===== src/rtl/raster_pkg.sv =====
package raster_pkg;
  localparam int POS_W = 16;
  typedef logic [POS_W-1:0] pos_t;

  typedef struct packed {
    pos_t h_total;
    pos_t h_sync;
    pos_t h_act_start;
    pos_t h_act_end;
    pos_t v_total;
    pos_t v_sync;
    pos_t v_act_start;
    pos_t v_act_end;
  } timing_t;

  // half-open window test: lo <= p < hi
  function automatic logic in_window(pos_t p, pos_t lo, pos_t hi);
    return (p >= lo) && (p < hi);
  endfunction

  // sync pulse occupies positions below its width
  function automatic logic below(pos_t p, pos_t width);
    return p < width;
  endfunction

  // last position of a span of 'total' (degenerate totals wrap every step)
  function automatic logic at_last(pos_t p, pos_t total);
    return ({1'b0, p} + 17'd1) >= {1'b0, total};
  endfunction

  function automatic pos_t step_wrap(pos_t p, logic last);
    return last ? '0 : p + 1'b1;
  endfunction
endpackage


===== src/rtl/raster_arm.sv =====
module raster_arm (
  input  logic clk,
  input  logic rst_n,
  input  logic level,
  output logic armed,
  output logic rise
);
  logic level_q;

  // level_q resets to 1 so a bit already high at reset is not a rising change
  assign rise = level & ~level_q;

  always_ff @(posedge clk) begin
    if (!rst_n) begin
      level_q <= 1'b1;
      armed   <= 1'b0;
    end else begin
      level_q <= level;
      if (!level)
        armed <= 1'b0;
      else if (rise)
        armed <= 1'b1;
    end
  end
endmodule


===== src/rtl/raster_shadow.sv =====
module raster_shadow #(
  parameter raster_pkg::timing_t RESET_TIM = '0
) (
  input  logic                clk,
  input  logic                rst_n,
  input  logic                load,
  input  raster_pkg::timing_t cfg_tim,
  output raster_pkg::timing_t tim
);
  always_ff @(posedge clk) begin
    if (!rst_n)
      tim <= RESET_TIM;
    else if (load)
      tim <= cfg_tim;
  end
endmodule


===== src/rtl/raster_counter.sv =====
module raster_counter (
  input  logic             clk,
  input  logic             rst_n,
  input  logic             clear,
  input  logic             run,
  input  raster_pkg::pos_t h_total,
  input  raster_pkg::pos_t v_total,
  output raster_pkg::pos_t h_pos,
  output raster_pkg::pos_t v_pos,
  output logic             line_end,
  output logic             frame_end
);
  import raster_pkg::*;

  assign line_end  = at_last(h_pos, h_total);
  assign frame_end = line_end && at_last(v_pos, v_total);

  always_ff @(posedge clk) begin
    if (!rst_n || clear) begin
      h_pos <= '0;
      v_pos <= '0;
    end else if (run) begin
      h_pos <= step_wrap(h_pos, line_end);
      if (line_end)
        v_pos <= step_wrap(v_pos, frame_end);
    end
  end
endmodule


===== src/rtl/raster_pixel.sv =====
module raster_pixel #(
  parameter int PIX_W = 16
) (
  input  logic             run,
  input  logic             pat_on,
  input  raster_pkg::pos_t h_pos,
  input  raster_pkg::pos_t v_pos,
  input  raster_pkg::pos_t h_sync,
  input  raster_pkg::pos_t h_act_start,
  input  raster_pkg::pos_t h_act_end,
  input  raster_pkg::pos_t v_sync,
  input  raster_pkg::pos_t v_act_start,
  input  raster_pkg::pos_t v_act_end,
  input  logic [PIX_W-1:0] pat_color,
  input  logic [PIX_W-1:0] s_data,
  output logic             hsync,
  output logic             vsync,
  output logic             de,
  output logic             ready,
  output logic [PIX_W-1:0] data
);
  import raster_pkg::*;

  logic h_win, v_win;

  assign h_win = in_window(h_pos, h_act_start, h_act_end);
  assign v_win = in_window(v_pos, v_act_start, v_act_end);

  always_comb begin
    hsync = run && below(h_pos, h_sync);
    vsync = run && below(v_pos, v_sync);
    de    = run && h_win && v_win;
    ready = de && !pat_on;
    if (!de)
      data = '0;
    else if (pat_on)
      data = pat_color;
    else
      data = s_data;
  end
endmodule


===== src/rtl/raster_video_gen.sv =====
module raster_video_gen #(
  parameter int CNT_W        = 12,
  parameter int PIX_W        = 16,
  parameter int DEF_H_TOTAL  = 2200,
  parameter int DEF_H_SYNC   = 44,
  parameter int DEF_H_START  = 192,
  parameter int DEF_H_END    = 2112,
  parameter int DEF_V_TOTAL  = 1125,
  parameter int DEF_V_SYNC   = 5,
  parameter int DEF_V_START  = 41,
  parameter int DEF_V_END    = 1121
) (
  input  logic             clk,
  input  logic             rst_n,
  input  logic [CNT_W-1:0] cfg_h_total,
  input  logic [CNT_W-1:0] cfg_h_sync,
  input  logic [CNT_W-1:0] cfg_h_act_start,
  input  logic [CNT_W-1:0] cfg_h_act_end,
  input  logic [CNT_W-1:0] cfg_v_total,
  input  logic [CNT_W-1:0] cfg_v_sync,
  input  logic [CNT_W-1:0] cfg_v_act_start,
  input  logic [CNT_W-1:0] cfg_v_act_end,
  input  logic             cfg_out_en,
  input  logic             cfg_pat_en,
  input  logic [PIX_W-1:0] cfg_pat_color,
  input  logic [PIX_W-1:0] s_pix_data,
  output logic             s_pix_ready,
  output logic             vid_hsync,
  output logic             vid_vsync,
  output logic             vid_de,
  output logic [PIX_W-1:0] vid_data
);
  import raster_pkg::*;

  localparam int N_CTL = 2;
  localparam int CTL_OUT = 0;
  localparam int CTL_PAT = 1;
  localparam timing_t DEF_TIM = '{
    h_total:     pos_t'(DEF_H_TOTAL),
    h_sync:      pos_t'(DEF_H_SYNC),
    h_act_start: pos_t'(DEF_H_START),
    h_act_end:   pos_t'(DEF_H_END),
    v_total:     pos_t'(DEF_V_TOTAL),
    v_sync:      pos_t'(DEF_V_SYNC),
    v_act_start: pos_t'(DEF_V_START),
    v_act_end:   pos_t'(DEF_V_END)
  };

  // named internal events, visible to the bound checker
  logic [N_CTL-1:0] ctl_level, ctl_armed, ctl_rise;
  logic    run, pat_on, out_rise, counter_clear, shadow_load;
  logic    line_end, frame_end;
  pos_t    h_pos, v_pos;
  timing_t cfg_tim, tim_sh;

  assign ctl_level[CTL_OUT] = cfg_out_en;
  assign ctl_level[CTL_PAT] = cfg_pat_en;

  for (genvar g = 0; g < N_CTL; g++) begin : g_arm
    raster_arm u_arm (
      .clk   (clk),
      .rst_n (rst_n),
      .level (ctl_level[g]),
      .armed (ctl_armed[g]),
      .rise  (ctl_rise[g])
    );
  end

  assign run           = ctl_armed[CTL_OUT];
  assign pat_on        = ctl_armed[CTL_PAT];
  assign out_rise      = ctl_rise[CTL_OUT];
  assign counter_clear = !cfg_out_en || out_rise;
  assign shadow_load   = out_rise || (run && frame_end);

  assign cfg_tim = '{
    h_total:     pos_t'(cfg_h_total),
    h_sync:      pos_t'(cfg_h_sync),
    h_act_start: pos_t'(cfg_h_act_start),
    h_act_end:   pos_t'(cfg_h_act_end),
    v_total:     pos_t'(cfg_v_total),
    v_sync:      pos_t'(cfg_v_sync),
    v_act_start: pos_t'(cfg_v_act_start),
    v_act_end:   pos_t'(cfg_v_act_end)
  };

  raster_shadow #(.RESET_TIM(DEF_TIM)) u_shadow (
    .clk     (clk),
    .rst_n   (rst_n),
    .load    (shadow_load),
    .cfg_tim (cfg_tim),
    .tim     (tim_sh)
  );

  raster_counter u_cnt (
    .clk       (clk),
    .rst_n     (rst_n),
    .clear     (counter_clear),
    .run       (run),
    .h_total   (tim_sh.h_total),
    .v_total   (tim_sh.v_total),
    .h_pos     (h_pos),
    .v_pos     (v_pos),
    .line_end  (line_end),
    .frame_end (frame_end)
  );

  raster_pixel #(.PIX_W(PIX_W)) u_pix (
    .run         (run),
    .pat_on      (pat_on),
    .h_pos       (h_pos),
    .v_pos       (v_pos),
    .h_sync      (tim_sh.h_sync),
    .h_act_start (tim_sh.h_act_start),
    .h_act_end   (tim_sh.h_act_end),
    .v_sync      (tim_sh.v_sync),
    .v_act_start (tim_sh.v_act_start),
    .v_act_end   (tim_sh.v_act_end),
    .pat_color   (cfg_pat_color),
    .s_data      (s_pix_data),
    .hsync       (vid_hsync),
    .vsync       (vid_vsync),
    .de          (vid_de),
    .ready       (s_pix_ready),
    .data        (vid_data)
  );
endmodule


===== config.mk =====
export PLATFORM = sky130hd
export DESIGN_NAME = raster_video_gen
export DESIGN_NICKNAME = d
export VERILOG_FILES = /design/src/rtl/raster_pkg.sv /design/src/rtl/raster_arm.sv /design/src/rtl/raster_shadow.sv /design/src/rtl/raster_counter.sv /design/src/rtl/raster_pixel.sv /design/src/rtl/raster_video_gen.sv
export SDC_FILE = /design/constraint.sdc
export NUM_CORES = 1
export LEC_CHECK = 0
export BUFFER_PORTS_ARGS = -buffer_cell sky130_fd_sc_hd__buf_2
export CAP_MARGIN = 15
export CORE_MARGIN = 4
export CORE_UTILIZATION = 47
export CTS_BUF_LIST = sky130_fd_sc_hd__clkbuf_8
export DETAILED_ROUTE_END_ITERATION = 6
export GPL_TIMING_DRIVEN = 0
export PLACE_DENSITY = 0.72
export SLEW_MARGIN = 20
export SYNTH_ARGS = -nofsm -noshare
export SYNTH_HDL_FRONTEND = slang
export SYNTH_SLANG_ARGS = --single-unit

===== constraint.sdc =====
create_clock -name clk -period 3.6 [get_ports clk]
set_input_delay 0.18 -clock clk [delete_from_list [all_inputs] [get_ports clk]]
set_output_delay 0.18 -clock clk [all_outputs]
set_load 0.03 [all_outputs]

-- Yosys cells after proc, flatten, opt, wreduce, memory -nomap -nowiden
Cells that the tools add are included.
- mux-type cells: 4
- multiply operators: 0
- shift operators: 0
- reductions and logical operators: 18
- order comparisons: 8
- equal/unequal tests: 0
- add/subtract/negate cells: 4
- bitwise gates (word level): 4
- div/mod/pow operators: 0
- operator list (cell ; number):
    $lt A16 B12 Y1 ; 4
    $mux W16 ; 4
    $add A16 B1 Y17 const B ; 2
    $ge A17 B12 Y1 ; 2
    $add A16 B1 Y16 const B ; 2
    $ge A16 B12 Y1 ; 2
    $logic_and A1 B1 Y1 ; 9
    $reduce_and A2 Y1 ; 3
    $logic_not A1 Y1 ; 3
    $logic_or A1 B1 Y1 ; 3
    $and A1 B1 Y1 ; 2
    $not A1 Y1 ; 2
- word-level logic and storage cells: 52
- bits in latches: 0
- bits in writable memories: 0
- output and inout port bits: 20
- input port bits: 132
- memory bits (read-only): 0
- register bits after elaboration: 132
- memories: 0

-- Longest topological paths before layout
Gate-level depths: netlist of run 1.
- word-level depth: 5
- mapped depth: 17
- gate-level depth less buffers: 13

-- Modules after synthesis
Synthesis of run 1 repeated with hierarchy kept, for this count alone.
- cell total of the unflattened synthesis: 1173
- area, all modules: 10672.7 sq um
- by module, submodules not included (module ; cells an instance ; instances ; sequential area each (sq um) ; area each (sq um)):
    raster_shadow ; 412 ; 1 ; 2562.5 ; 4893.4
    raster_counter ; 390 ; 1 ; 640.6 ; 2975.4
    raster_pixel ; 354 ; 1 ; 0.0 ; 2648.8
    raster_arm ; 7 ; 2 ; 40.0 ; 68.8
    raster_video_gen ; 3 ; 1 ; 0.0 ; 17.5

-- Least setup slack after synthesis of run 1
OpenSTA, ideal clock, no wires.
- path type: register to register
- from: register u_cnt.h_pos[0]
- to: register u_shadow.tim[101] (netlist name)
- arrival time: 3.352 ns
- stages on the path, launching flop included: 17
- period minus slack after synthesis: 3.425 ns
- path slack: 0.175 ns
- setup time: 0.073 ns
- data required time: 3.527 ns
- path buffers: 4
- cells stage by stage: dfxtp_1 > ha_1 > nand3_2 > nor2_1 > nand3_1 > xnor2_1 > ha_1 > a21o_1 > a211oi_1 > nand4_1 > or2_1 > a32o_1 > buf_6 > buf_8 > buf_8 > buf_8 > o211ai_2
- longest elaborated chain between the ends: 5
- ends and longest elaborated chain (what ; line ; text):
    from (decl) ; raster_counter.sv:8 ; output raster_pkg::pos_t h_pos,
    from (signal assigned) ; raster_counter.sv:23 ; h_pos <= step_wrap(h_pos, line_end);
    $add A16 B1 Y17 ; raster_pkg.sv:28 ; return ({1'b0, p} + 17'd1) >= {1'b0, total};
    $ge A17 B12 Y1 ; raster_pkg.sv:28 ;
    $logic_and A1 B1 Y1 ; raster_counter.sv:16 ; assign frame_end = line_end && at_last(v_pos, v_total);
    $logic_and A1 B1 Y1 ; raster_video_gen.sv:73 ; assign shadow_load = out_rise || (run && frame_end);
    $logic_or A1 B1 Y1 ; raster_video_gen.sv:73 ;
    to (signal assigned) ; raster_shadow.sv:14 ; tim <= cfg_tim;
    to (decl) ; raster_shadow.sv:8 ; output raster_pkg::timing_t tim
Every way passes these cells.
A chain may end at the register's enable or synchronous reset.

-- Final worst setup path of run 1
- from: register u_cnt.h_pos[0]
- to: register u_shadow.tim[16] (netlist name)
The elaborated chain is that of the path after synthesis.

==> results.cfg, run 1 <==
[floorplan]
die-height_um = 137
dieArea_sq_um = 18800
num_io_pins = 152
fp.coreArea_sq_um = 16100
start_util_pct = 48.6
rows = 46
chipWidth_um = 137

[power_and_ir_drop]
p_int_w = 0.00230
p_sw_w = 0.000847
power.density_nw_per_um2 = 299
clkPwrFrac_pct = 39.0
power_frac_comb_pct = 12.8
p_leak_nw = 4.66
pwr-share-seq_pct = 48.2
ir_drop_mv = 0.227
swShare_pct = 26.9

[synthesis]
syn_avg_cell_area_sq_um = 8.09
synthCells = 968
yosysUniqueCellTypes = 52
synthTopCellsByCount = 132 x dfxtp_1, 130 x nand2_1, 99 x inv_1
syn-cell-area_sq_um = 7830
synth-seq-cells = 132
synth-main-ff-cell = dfxtp_1
synth_area_leaders = dfxtp_1 34%, ha_1 15%, nand2_1 6.2%, nand3_1 5.8%, o21ai_0 5.6%
yosysSeqAreaShare_pct = 33.7
synth_edf_count = 0
synth_most_common_cell = dfxtp_1
postSynth.asyncResetShare_pct = 0
synth_top_area_share_pct = 33.7
syn-num-nets = 1194
synth_warnings = 0
netlist.top_cell.by_area = dfxtp_1

[cells_and_area]
num-fill-cells = 1374
final_core_util_pct = 65.3
drive_above_1_share_pct = 22.7
num_antenna_cells = 0
area_delta_synth_final_pct = 34.3
nets = 1472

[sta]
min_period_ps = 3490
fin_crit_sh_pct = 96.8
setup_violations = 0
setup_tns_ps = 0
hold_slack_ps = 235
fin_skew_ps = 12.2
hold_violations = 0
maxSlewViolCount = 0
tightest_slew_ps = 845
fmax_ghz = 0.287
relSlewSlack_pct = 43.6

[clock_network]
clock_path_buffers = 2
clk_pin_slew_ps = 80
cts_max_level = 4
cts_made_buffers = 17
clock-sinks = 132
cts_tree = done
root_buffer = clkbuf_8
clk_latency_ps = 470

[detailed_routing]
detail_route.wl_per_cell_um = 16.2
drc_errors = 0
drt-pass1-iter-count = 5
vias = 7806
post_drt_via_cell_ratio = 5.29
antenna_left = 0
drt-initial-drc-count = 610
totalWireLength_um = 23900

[outcome]
outcome = finished clean

[worst_setup_path]
crit_path_end_kind = flip-flop
worstSetupPathType = flip-flop to flip-flop
slowest_delay_ps = 420
critPathArrivalTime_ps = 3810
reg2reg_slack_ps = 110
cp-start-kind = flip-flop
rr_worst_depth = 16
critPathSlowestCell = dfxtp_4
critPathRequiredTime_ps = 3930
worst-path-max-fanout = 10
cp_cell_sequence = ha_4, nand3_4, nor2_4, nand3_4, xnor2_1, ha_1, a21o_1, a211oi_2, nand4_1, or2_4, a32o_1, buf_6, buf_8, buf_8, mux2i_1, nand2_1

[global_routing]
grt_overflow = 0
grt_max_degree = 17
grt_pass1_vias = 7697
grt_pass1_wl_um = 37400
antenna_found_initial = 0
track_usage_pct = 25.3

[placement]
place.gp.congestion = 0.914
portBuffers = 150
hpwlAfterDp_um = 17000

[hold_path]
hold_path_depth = 3
min_path_type = primary input to flip-flop

[job]
cap_violations = 0
[repair_timing]
| item | 4_1_cts | 5_1_grt |
|---|---|---|
| endpoints found under the setup margin | 123 | 120 |
| pin swaps | 3 | 5 |
| hold buffers | 98 | 0 |
| buffers inserted | 3 | 10 |
| resized for setup | 42 | 40 |
| endpoints found under the hold margin | 100 | 0 |
[through the flow]
stage | std cells | setup slack, ps | total power (W) | area (sq um)
6_report | 1475 | 115 | 0.00315 | 10500
5_1_grt | 1475 | -39.8 | 0.00328 | 10500
4_1_cts | 1467 | 3.84 | 0.00315 | 10300
3_5_place_dp | 1334 | -555 | 0.00186 | 8850
3_3_place_gp | 1334 | -511 | 0.00186 | 8850
2_1_floorplan | 968 | 175 | 0.00173 | 7830
[power groups by stage]
stage                     Clock (W)  Sequential, W  Combinational, W
after floorplan                   0        0.00155          0.000176
final                       0.00123        0.00152          0.000404
after global placement            0        0.00155          0.000302
after detailed placement          0        0.00156          0.000307
after global routing        0.00131        0.00152          0.000444
after CTS                   0.00124        0.00152          0.000393
[final cells by class]
class                           instances  area (sq um)  area share (%)
Sequential cell                       132          2680            25.5
Clock buffer                           20           275            2.62
Buffer                                 53           299            2.84
Inverter                               99           372            3.53
Tap cell                              216           270            2.57
Timing Repair Buffer                  261          1830            17.4
Clock inverter                         12           105           0.999
Multi-Input combinational cell        682          4680            44.5
[layer usage]
layer / global-route usage, % / wire [um]
met5: 0 / 0
met4: 8.87 / 595
met3: 5.29 / 1140
met2: 43.4 / 11900
met1: 31.4 / 10300
[critical path, delay by kind of cell (launching register included)]
kind | cells | cell delay, ps
AOI/OAI and AO/OA | 3 | 690
adders and majority gates | 2 | 490
muxes | 1 | 170
DFF | 1 | 420
and+or+nand+nor | 6 | 950
xor gates and xnor gates | 1 | 150
buffers and inverters | 3 | 450
[state kept, by name (all words and copies together) (netlist names)]
signal               cells
u_shadow.tim            96
g_arm.u_arm.armed        2
u_cnt.h_pos             16
u_cnt.v_pos             16
g_arm.u_arm.level_q      2
[kinds of logic (layout without fill, tap and decap cells)]
kind of cell    count (synthesis)  after routing  share of synthesized area [%]
fa+ha+maj                      94             94                           15.0
flops                         132            132                           33.7
xor+xnor                       21             21                           2.35
buf+inv                       154            445                           8.26
simple gates                  334            334                           20.1
mux                            22             22                           2.83
compound gates                211            211                           17.7
[layout by cell type, fill, tap and decap left out, types with 6 or more instances in the layout]
cell,synthesis,routed
a211oi_1,7,6
a21o_1,22,22
a21oi_1,37,37
and3_1,12,11
buf_1,8,8
buf_2,13,155
buf_4,0,15
clkbuf_1,29,24
clkbuf_8,0,20
dfxtp_1,132,111
dfxtp_2,0,15
dfxtp_4,0,6
dlygate4sd3_1,0,98
ha_1,94,92
inv_1,99,99
mux2i_1,21,21
nand2_1,130,127
nand2b_1,13,13
nand3_1,91,89
nand4_1,15,15
nor2_1,41,38
nor3_1,11,11
o211ai_2,20,20
o21a_1,7,7
o21ai_0,87,86
or3b_2,6,6
xnor2_1,12,11
xor2_1,9,9
[final timing paths]
path | to | startpoint
setup reg to reg | u_shadow.tim[16] | u_cnt.h_pos[0]
hold reg to reg | g_arm[1].u_arm.armed | g_arm[1].u_arm.level_q
hold / removal | g_arm[0].u_arm.armed | rst_n
setup / recovery | u_shadow.tim[16] | u_cnt.h_pos[0]
Power figures use the tool's default switching activity.
==> run 2: changes to the inputs <==
--- a/config.mk
+++ b/config.mk
@@ -12,7 +12,7 @@
 export CTS_BUF_LIST = sky130_fd_sc_hd__clkbuf_8
 export DETAILED_ROUTE_END_ITERATION = 6
 export GPL_TIMING_DRIVEN = 0
-export PLACE_DENSITY = 0.72
+export PLACE_DENSITY = 0.83
 export SLEW_MARGIN = 20
 export SYNTH_ARGS = -nofsm -noshare
 export SYNTH_HDL_FRONTEND = slang
==> run 2 against run 1 <==
Non-clock buffer count up 4; worst hold slack improved by 38 ps; critical path depth fell by 1; count of clock-buffer cells in the layout rose by 1; utilization increased by 0.054 points.
==> results.cfg, run 2 (synthesized netlist as in run 1, its figures left out) <==
[cells_and_area]
final_cell_mix = 157 x buf_2, 128 x nand2_1, 115 x dfxtp_1
drive_above_1_share_pct = 22.0
largest_reg_flops = 96
final_core_util_pct = 65.3
num_antenna_cells = 0
regMostFlops = u_shadow.tim
area_delta_synth_final_pct = 34.4
fin_cells = 1477
reg_top3 = u_shadow.tim (96), u_cnt.h_pos (16), u_cnt.v_pos (16)
final_common_cell = buf_2
nets = 1476
postLayoutCellArea_sq_um = 10500

[floorplan]
rows = 46
chipWidth_um = 137
die-height_um = 137
fp.coreArea_sq_um = 16100
start_util_pct = 48.6
num_io_pins = 152
dieArea_sq_um = 18800

[worst_setup_path]
worst-path-max-fanout = 10
cp-start-kind = flip-flop
crit_path_end_kind = flip-flop
worstSetupPathType = flip-flop to flip-flop
critPathArrivalTime_ps = 3810
critPathRequiredTime_ps = 3910

[global_routing]
grt_pass1_vias = 8064
antenna_found_initial = 0
grt_max_degree = 17
track_usage_pct = 26.3
grt_overflow = 0
grt_pass1_wl_um = 38800

[power_and_ir_drop]
ir_drop_mv = 0.259
p_leak_nw = 4.67
power.density_nw_per_um2 = 294

[sta]
tightest_slew_ps = 806
setup_violations = 0
fin_skew_ps = 10.6
fmax_ghz = 0.286
setup_tns_ps = 0
maxSlewViolCount = 0
relSlewSlack_pct = 46.3
hold_violations = 0
fin_crit_sh_pct = 97.2
min_period_ps = 3500

[hold_path]
min_path_type = primary input to flip-flop

[clock_network]
clk_latency_ps = 470
clock-sinks = 132
cts_made_buffers = 17
cts_max_level = 4
cts_tree = done
clock_path_buffers = 2
clk_pin_slew_ps = 70
root_buffer = clkbuf_8

[placement]
place.gp.congestion = 0.929
numPlacedInstances = 1334
portBuffers = 150
hpwlAfterDp_um = 17000
placed_area_sq_um = 8850

[detailed_routing]
detail_route.wl_per_cell_um = 16.7
antenna_left = 0
totalWireLength_um = 24700
vias = 8124
drc_errors = 0
drt-initial-drc-count = 735
drt-pass1-iter-count = 7
post_drt_via_cell_ratio = 5.50

[job]
cap_violations = 0

[outcome]
outcome = finished clean
run 2: changes by cell type in the layout (fill, tap and decap cells not counted), sizes merged:
cell	before	now
clkinvlp	2	1
buf	185	193
inv	100	104
clkinv	8	2
clkbuf	51	48
run 2: area by class of cell:
cell class	count	area [sq um]
Fill cell	1318	5590
Multi-Input combinational cell	682	4690
Sequential cell	132	2680
Timing Repair Buffer	267	1890
Inverter	99	372
Clock buffer	21	289
Tap cell	216	270
Buffer	51	269
Clock inverter	9	66.3
run 2: final timing paths:
path                            depth (start not counted)  slack (ps)                   start                   end
worst max-delay path                                   15         100          u_cnt.v_pos[1]      u_shadow.tim[16]
worst max register to register                         15         100          u_cnt.v_pos[1]      u_shadow.tim[16]
worst min register to register                          1         400  g_arm[1].u_arm.level_q  g_arm[1].u_arm.armed
worst min-delay path                                    3         270                   rst_n  g_arm[0].u_arm.armed
run 2: metal layers:
layer	vias to the layer above	wire length [um]	track usage (%)
met4	0	866	11.7
met1	3778	9980	31.8
met2	343	12200	45.0
met5	-	0	0
li1	3924	-	-
met3	79	1680	5.37
run 2: power by group:
| part | leakage (nW) | internal [W] | total, W | switching [W] |
|---|---|---|---|---|
| Combinational | 3.39 | 0.000205 | 0.000407 | 0.000202 |
| Sequential | 1.08 | 0.00150 | 0.00152 | 0.0000204 |
| Clock | 0.200 | 0.000596 | 0.00117 | 0.000570 |
| Total | 4.67 | 0.00230 | 0.00309 | 0.000793 |
run 2: metrics by stage:
step,power (W),setup slack [ps],hold WS (ps)
5_1_grt,0.00321,-36.7,298
2_1_floorplan,0.00173,175,281
4_1_cts,0.00308,5.60,276
3_3_place_gp,0.00185,-603,379
3_5_place_dp,0.00186,-670,385
6_report,0.00309,99.2,273
run 2: what timing repair did:
action,CTS,global route
pin swaps,4,9
resized for setup,39,27
hold buffers,98,0
buffers inserted,6,13
hold endpoints to repair,100,0
endpoints found under the setup margin,132,121
run 2: worst max-delay path, cell delays in order, from the launching register on:
cell	delay (ps)
dfxtp_4	420
ha_4	180
nand4_1	190
nor2_4	180
xor2_1	180
ha_1	260
a21o_1	190
a2111oi_4	380
a2bb2oi_2	190
nand3_2	170
a32o_1	300
buf_6	140
buf_8	150
buf_8	160
mux2i_1	160
nand2_1	90
